## config.mk

```make
export PLATFORM = sky130hd
export DESIGN_NAME = pvic_top
export DESIGN_NICKNAME = d
export VERILOG_FILES = /design/src/rtl/pvic_pkg.sv /design/src/rtl/pvic_cfg.sv /design/src/rtl/pvic_pend.sv /design/src/rtl/pvic_arb.sv /design/src/rtl/pvic_nest.sv /design/src/rtl/pvic_top.sv
export SDC_FILE = /design/constraint.sdc
export NUM_CORES = 2
export LEC_CHECK = 0
export BUFFER_PORTS_ARGS = -buffer_cell sky130_fd_sc_hd__buf_2
export CAP_MARGIN = 15
export CORE_UTILIZATION = 58
export DETAILED_ROUTE_END_ITERATION = 10
export GPL_ROUTABILITY_DRIVEN = 0
export PLACE_DENSITY = 0.77
export SLEW_MARGIN = 20
export SYNTH_ARGS = -nofsm -noshare
export SYNTH_HDL_FRONTEND = slang
export SYNTH_HIERARCHICAL = 1
export SYNTH_SLANG_ARGS = --single-unit
```

## constraint.sdc

```tcl
create_clock -name clk -period 28.7 [get_ports clk]
set_clock_uncertainty 0.15 [all_clocks]
set_input_delay 4.305 -clock clk [delete_from_list [all_inputs] [get_ports clk]]
set_output_delay 4.305 -clock clk [all_outputs]
set_load 0.02 [all_outputs]
```

## src/rtl/pvic_pkg.sv

```systemverilog
package pvic_pkg;

    localparam int N_LINES = 32;
    localparam int PRIO_W  = 3;
    localparam int VEC_W   = 32;
    localparam int LINE_W  = $clog2(N_LINES);
    localparam int LVL_W   = PRIO_W + 1;
    localparam int NEST    = 2 ** PRIO_W;
    localparam int DEPTH_W = $clog2(NEST + 1);
    localparam int SP_W    = $clog2(NEST);

    localparam logic [LVL_W-1:0] LVL_IDLE = LVL_W'(NEST);

    typedef enum logic [1:0] {
        FLD_ENABLE = 2'd0,
        FLD_PRIO   = 2'd1,
        FLD_MODE   = 2'd2,
        FLD_VECTOR = 2'd3
    } cfg_field_e;

    typedef struct packed {
        logic              en;
        logic              pulse;
        logic [PRIO_W-1:0] prio;
        logic [VEC_W-1:0]  vec;
    } line_cfg_t;

    typedef struct packed {
        logic              valid;
        logic [LINE_W-1:0] line;
        logic [PRIO_W-1:0] prio;
        logic [VEC_W-1:0]  vec;
    } grant_t;

    function automatic logic more_urgent(input logic [PRIO_W-1:0] a,
                                         input logic [LVL_W-1:0]  lvl);
        return {1'b0, a} < lvl;
    endfunction

endpackage

```

## src/rtl/pvic_cfg.sv

```systemverilog
module pvic_cfg
    import pvic_pkg::*;
(
    input  logic                       clk,
    input  logic                       rst,
    input  logic                       we,
    input  logic [LINE_W-1:0]          idx,
    input  cfg_field_e                 fld,
    input  logic [VEC_W-1:0]           data,
    output line_cfg_t [N_LINES-1:0]    cfg
);

    always_ff @(posedge clk) begin
        if (rst) begin
            cfg <= '0;
        end else if (we) begin
            for (int i = 0; i < N_LINES; i++) begin
                if (idx == LINE_W'(i)) begin
                    case (fld)
                        FLD_ENABLE: cfg[i].en    <= data[0];
                        FLD_PRIO:   cfg[i].prio  <= data[PRIO_W-1:0];
                        FLD_MODE:   cfg[i].pulse <= data[0];
                        default:    cfg[i].vec   <= data;
                    endcase
                end
            end
        end
    end

endmodule

```

## src/rtl/pvic_pend.sv

```systemverilog
module pvic_pend
    import pvic_pkg::*;
(
    input  logic                    clk,
    input  logic                    rst,
    input  logic [N_LINES-1:0]      irq_in,
    input  line_cfg_t [N_LINES-1:0] cfg,
    input  logic                    clr_valid,
    input  logic [LINE_W-1:0]       clr_line,
    output logic [N_LINES-1:0]      pend
);

    logic [N_LINES-1:0] prev_q;
    logic [N_LINES-1:0] sticky_q;
    logic [N_LINES-1:0] rise;
    logic [N_LINES-1:0] clr;

    always_comb begin
        for (int i = 0; i < N_LINES; i++) begin
            rise[i] = irq_in[i] & ~prev_q[i];
            clr[i]  = clr_valid && (clr_line == LINE_W'(i));
            pend[i] = cfg[i].pulse ? (sticky_q[i] | rise[i]) : irq_in[i];
        end
    end

    always_ff @(posedge clk) begin
        if (rst) begin
            prev_q   <= '0;
            sticky_q <= '0;
        end else begin
            prev_q <= irq_in;
            for (int i = 0; i < N_LINES; i++) begin
                sticky_q[i] <= cfg[i].pulse & ((sticky_q[i] & ~clr[i]) | rise[i]);
            end
        end
    end

endmodule

```

## src/rtl/pvic_arb.sv

```systemverilog
module pvic_arb
    import pvic_pkg::*;
(
    input  line_cfg_t [N_LINES-1:0] cfg,
    input  logic [N_LINES-1:0]      pend,
    input  logic [LVL_W-1:0]        thresh,
    output grant_t                  grant
);

    always_comb begin
        grant = '0;
        for (int i = 0; i < N_LINES; i++) begin
            if (pend[i] && cfg[i].en && more_urgent(cfg[i].prio, thresh) &&
                (!grant.valid || (cfg[i].prio < grant.prio))) begin
                grant.valid = 1'b1;
                grant.line  = LINE_W'(i);
                grant.prio  = cfg[i].prio;
                grant.vec   = cfg[i].vec;
            end
        end
    end

endmodule

```

## src/rtl/pvic_nest.sv

```systemverilog
module pvic_nest
    import pvic_pkg::*;
(
    input  logic               clk,
    input  logic               rst,
    input  logic               push,
    input  logic [LVL_W-1:0]   push_lvl,
    input  logic               pop,
    output logic [LVL_W-1:0]   cur_level,
    output logic [LVL_W-1:0]   top_lvl,
    output logic [DEPTH_W-1:0] depth
);

    logic [LVL_W-1:0]   stk [NEST];
    logic [LVL_W-1:0]   cur_q;
    logic [DEPTH_W-1:0] depth_q;
    logic [SP_W-1:0]    top_idx;
    logic [SP_W-1:0]    push_idx;

    assign top_idx   = SP_W'(depth_q - 1'b1);
    assign push_idx  = SP_W'(depth_q);
    assign top_lvl   = (depth_q == '0) ? cur_q : stk[top_idx];
    assign cur_level = cur_q;
    assign depth     = depth_q;

    always_ff @(posedge clk) begin
        if (rst) begin
            cur_q   <= LVL_IDLE;
            depth_q <= '0;
            for (int k = 0; k < NEST; k++) stk[k] <= LVL_IDLE;
        end else if (push) begin
            stk[push_idx] <= cur_q;
            cur_q         <= push_lvl;
            depth_q       <= depth_q + 1'b1;
        end else if (pop && depth_q != '0) begin
            cur_q   <= stk[top_idx];
            depth_q <= depth_q - 1'b1;
        end
    end

endmodule

```

## src/rtl/pvic_top.sv

```systemverilog
module pvic_top
    import pvic_pkg::*;
(
    input  logic                clk,
    input  logic                rst,
    input  logic [N_LINES-1:0]  irq_in,
    input  logic                cfg_we,
    input  logic [LINE_W-1:0]   cfg_line,
    input  logic [1:0]          cfg_field,
    input  logic [VEC_W-1:0]    cfg_data,
    input  logic                cpu_ack,
    input  logic                cpu_ret,
    output logic                req_valid,
    output logic [LINE_W-1:0]   req_line,
    output logic [VEC_W-1:0]    req_vector,
    output logic [LVL_W-1:0]    cur_level
);

    line_cfg_t [N_LINES-1:0] cfg;
    logic [N_LINES-1:0]      pend;
    grant_t                  grant;
    grant_t                  req_q;
    logic [LVL_W-1:0]        top_lvl;
    logic [LVL_W-1:0]        thresh;
    logic [DEPTH_W-1:0]      nest_depth;
    logic [PRIO_W-1:0]       req_prio_q;
    logic                    ack_fire;
    logic                    ret_fire;

    assign ack_fire   = cpu_ack && req_q.valid;
    assign ret_fire   = cpu_ret && !ack_fire && (nest_depth != '0);
    assign thresh     = ret_fire ? top_lvl : cur_level;
    assign req_prio_q = req_q.prio;

    pvic_cfg u_cfg (
        .clk  (clk),
        .rst  (rst),
        .we   (cfg_we),
        .idx  (cfg_line),
        .fld  (cfg_field_e'(cfg_field)),
        .data (cfg_data),
        .cfg  (cfg)
    );

    pvic_pend u_pend (
        .clk       (clk),
        .rst       (rst),
        .irq_in    (irq_in),
        .cfg       (cfg),
        .clr_valid (ack_fire),
        .clr_line  (req_q.line),
        .pend      (pend)
    );

    pvic_arb u_arb (
        .cfg    (cfg),
        .pend   (pend),
        .thresh (thresh),
        .grant  (grant)
    );

    pvic_nest u_nest (
        .clk       (clk),
        .rst       (rst),
        .push      (ack_fire),
        .push_lvl  ({1'b0, req_q.prio}),
        .pop       (ret_fire),
        .cur_level (cur_level),
        .top_lvl   (top_lvl),
        .depth     (nest_depth)
    );

    always_ff @(posedge clk) begin
        if (rst || ack_fire) req_q <= '0;
        else                 req_q <= grant;
    end

    assign req_valid  = req_q.valid;
    assign req_line   = req_q.line;
    assign req_vector = req_q.vec;

endmodule

```

==> results_dict.tcl <==
set metrics [dict create \
    final-max-slew-violation-count 0 \
    crit_path_end_kind "flop" \
    cap_violations 0 \
    worstReg2RegEnd "req_vector[17]$_SDFF_PP0_" \
    num_io_pins 118 \
    yosysSeqAreaShare_pct 38.5 \
    cts.htree.levels 4 \
    cp_data_required_time_ns 29.20 \
    relSlewSlack_pct 23.8 \
    crit_slowest_cell "or4_4" \
    clock_latency_ns 0.76 \
    synth_cell_types 125 \
    rows 127 \
    cts_buffer_depth 3 \
    hold_depth 2 \
    p_total_w 0.00390 \
    syn_avg_cell_area_um2 9.05 \
    leakagePower_nw 36.5 \
    area_growth_pct 9.30 \
    final_area_um2 76500 \
    tightest_slew_ns 1.14 \
    drtIter0Drc 4031 \
    synth-seq-cells 1329 \
    reg2reg_depth 108 \
    status "completed" \
    die_w_um 349 \
    power_density_nw_per_um2 51.0 \
    fin_crit_ns 28.20 \
    path_clk_slew_ns 0.06 \
    syn_area_um2 70000 \
    setup_viol 0 \
    synth-compound-area-share_pct 13.8 \
    hold_class "flop to flop" \
    reg2reg_from "u_nest/depth[0]$_SDFFE_PP0P_" \
    grt_start_max_net_pins 307 \
    crit_path_end "req_vector[17]$_SDFF_PP0_" \
    r2r_slack_ns 2.00 \
    cts_root_buffer "clkbuf_16" \
    holdCritStartpoint "u_cfg/cfg[28]$_SDFFE_PP0P_" \
    muxShareOfSynthArea_pct 19.7 \
    hold_viol_final 0 \
    synth-xor-area-share_pct 0.0769 \
    fmaxAchievable_mhz 35.5 \
    cp.arrival_ns 28.69 \
    wl_per_cell_um 19.2 \
    crit_start "cpu_ack" \
    dr.pass1.iters 6 \
    wirelength_mm 177 \
    port_buffers 117 \
    start_kind "input pin" \
    cp_common_cell "ha_1" \
    start_util_pct 58.4 \
    synth_edf_count 32 \
    vdd_drop_max_mv 0.0437 \
    synth_ff_type "dfxtp_1" \
    hpwl_mm 112 \
    path_class "input pin to flop" \
    drive_gt1_share_pct 9.27 \
    synth_top_family_by_area "simple AND/OR/NAND/NOR gates" \
    grt_pass1_vias 54800 \
    ys_warn_count 6 \
    crit_path_max_fanout 19 \
    cts_buffers 141 \
    synth-simple-area-share_pct 21.3 \
    synthAdderAreaFrac_pct 1.45 \
    min_period_over_period_pct 98.2 \
    vias 55600 \
    die_y_um 349 \
    grt_first_pass_wirelength_mm 283 \
    gr-usage-all-layers_pct 27.9 \
    grt-ovfl-total 0 \
    syn_inst 7734 \
    synth_fp_nets 7887 \
    cts_tree "built" \
    core_um2 120000 \
    clock-sinks 1329 \
    utilization_pct 63.8 \
    async_flop_share_pct 0 \
    route.detailed.drc 0 \
    hold_buffers 0 \
    ant_nets 0 \
    placed_cell_area_um2 70900 \
    final_nets 7657 \
    antenna_found_initial 4 \
    via_per_inst 6.02 \
    cpPeakStageDelay_ns 0.59 \
    die-area_um2 122000 \
]
[flip-flops by register name (all words and copies together), names as in the netlist]
name	count
u_cfg/cfg	1184
req_valid	1
req_vector	32
u_nest/stk	32
u_pend/sticky_q	32
req_prio_q	3
u_nest/depth	4
req_line	5
u_pend/prev_q	32
u_nest/cur_level	4
[critical path: cells and delay by family]
kind	cells	cell delay [ns]
fa+ha+maj	7	1.92
buf+inv	10	1.44
compound gates	59	13.97
mux	6	1.55
simple gates	23	5.45
[per-stage QoR]
| step | hold slack, ns | setup TNS (ns) | std cells | worst slack (ns) |
|---|---|---|---|---|
| final | 0.323 | 0 | 9231 | 0.504 |
| after floorplan | 0.284 | 0 | 7734 | 0.0404 |
| after CTS | 0.323 | 0 | 9211 | 0.0756 |
| after global routing | 0.338 | -9.52 | 9231 | -0.326 |
| after detailed placement | 0.312 | -41.22 | 8952 | -1.16 |
| after global placement | 0.306 | -3.37 | 8952 | -0.218 |
[worst min-delay path by stage]
| stage | endpoint | slack (ns) |
|---|---|---|
| 6_report | u_cfg/cfg[28]$_SDFFE_PP0P_ | 0.32 |
| 5_1_grt | u_pend/sticky_q[12]$_SDFF_PP0_ | 0.34 |
| 4_1_cts | u_cfg/cfg[24]$_SDFFE_PP0P_ | 0.32 |
| 3_5_place_dp | u_cfg/cfg[13]$_SDFFE_PP0P_ | 0.31 |
| 3_3_place_gp | u_pend/sticky_q[26]$_SDFF_PP0_ | 0.31 |
| 2_1_floorplan | u_nest/cur_level[0]$_SDFFE_PP0P_ | 0.28 |
[layout by cell type, fill, tap and decap left out, types with 83 or more instances in the layout]
cell type	n
mux2i_1	1335
nand2b_1	1327
dfxtp_1	1297
a21oi_1	511
nor2_1	440
nand2_1	394
a211oi_1	239
o21ai_0	229
buf_4	153
clkbuf_16	146
inv_1	130
buf_2	116
and2_1	92
nor2b_1	83
[area by class of cell]
type | count | area, um2
Fill cell | 9615 | 43300
Sequential cell | 1329 | 26900
Antenna cell | 1 | 2.50
Clock inverter | 47 | 611
Tap cell | 1612 | 2020
Clock buffer | 210 | 4220
Multi-Input combinational cell | 5620 | 40300
Timing Repair Buffer | 278 | 1910
Inverter | 134 | 510
[metal layers]
metal  vias up  wire length, um  GRT usage, %
met5         -               13             0
met3       449             8510          3.79
li1      26500                -             -
met2      1538            87500          49.5
met1     27100            74000          33.6
met4         2             6710          12.1
[power breakdown]
group / internal (W) / switching (W) / total (W) / leakage, nW
Combinational: 0.0000589 / 0.0000930 / 0.000152 / 23.3
Clock: 0.00111 / 0.000769 / 0.00188 / 2.39
Sequential: 0.00186 / 0.00000438 / 0.00186 / 10.8
Total: 0.00303 / 0.000867 / 0.00390 / 36.5
[cells in the mapped netlist, drive strengths merged (10+ instances only)]
master | instances | share of area, %
mux2 | 15 | 0.27
nor4 | 10 | 0.12
or3 | 23 | 0.21
o31ai | 18 | 0.21
buf | 199 | 1.9
dfxtp | 1297 | 37
a21o | 19 | 0.21
nor3 | 59 | 0.43
a31oi | 22 | 0.22
o22ai | 38 | 0.34
nor2 | 447 | 2.4
a221oi | 39 | 0.54
o211ai | 79 | 0.85
nand2b | 1330 | 12
nand3 | 57 | 0.66
a211o | 19 | 0.24
o21ai | 282 | 2.0
a21boi | 16 | 0.17
or2 | 21 | 0.19
nand4 | 21 | 0.23
mux2i | 1341 | 19
nor2b | 83 | 0.74
edfxtp | 32 | 1.4
and2 | 96 | 0.86
nand2 | 399 | 2.1
o21a | 18 | 0.19
a21oi | 518 | 3.7
and3 | 57 | 0.51
inv | 134 | 0.72
a211oi | 245 | 2.7
o211a | 13 | 0.19
ha | 77 | 1.4
clkbuf | 448 | 2.4
a22o | 37 | 0.46
nor3b | 13 | 0.15
[cells by family (layout without fill, tap and decap cells)]
logic type               count (synthesis)  in the layout
other                                    1              2
adder cells (fa/ha/maj)                 82             82
AND/OR/NAND/NOR                       2672           2672
XOR/XNOR                                 4              4
AO/OA/AOI/OAI                         1497           1497
buffers and inverters                  785            669
flip-flops                            1329           1329
multiplexers                          1364           1364
[what timing repair did]
item / 4_1_cts / 5_1_grt
gates resized for setup: 10 / 78
pin swaps: 0 / 25
endpoints found under the hold margin: 0 / 0
gates cloned: 0 / 1
buffers inserted: 2 / 18
endpoints found under the setup margin: 40 / 40
Power figures use the tool's default switching activity.
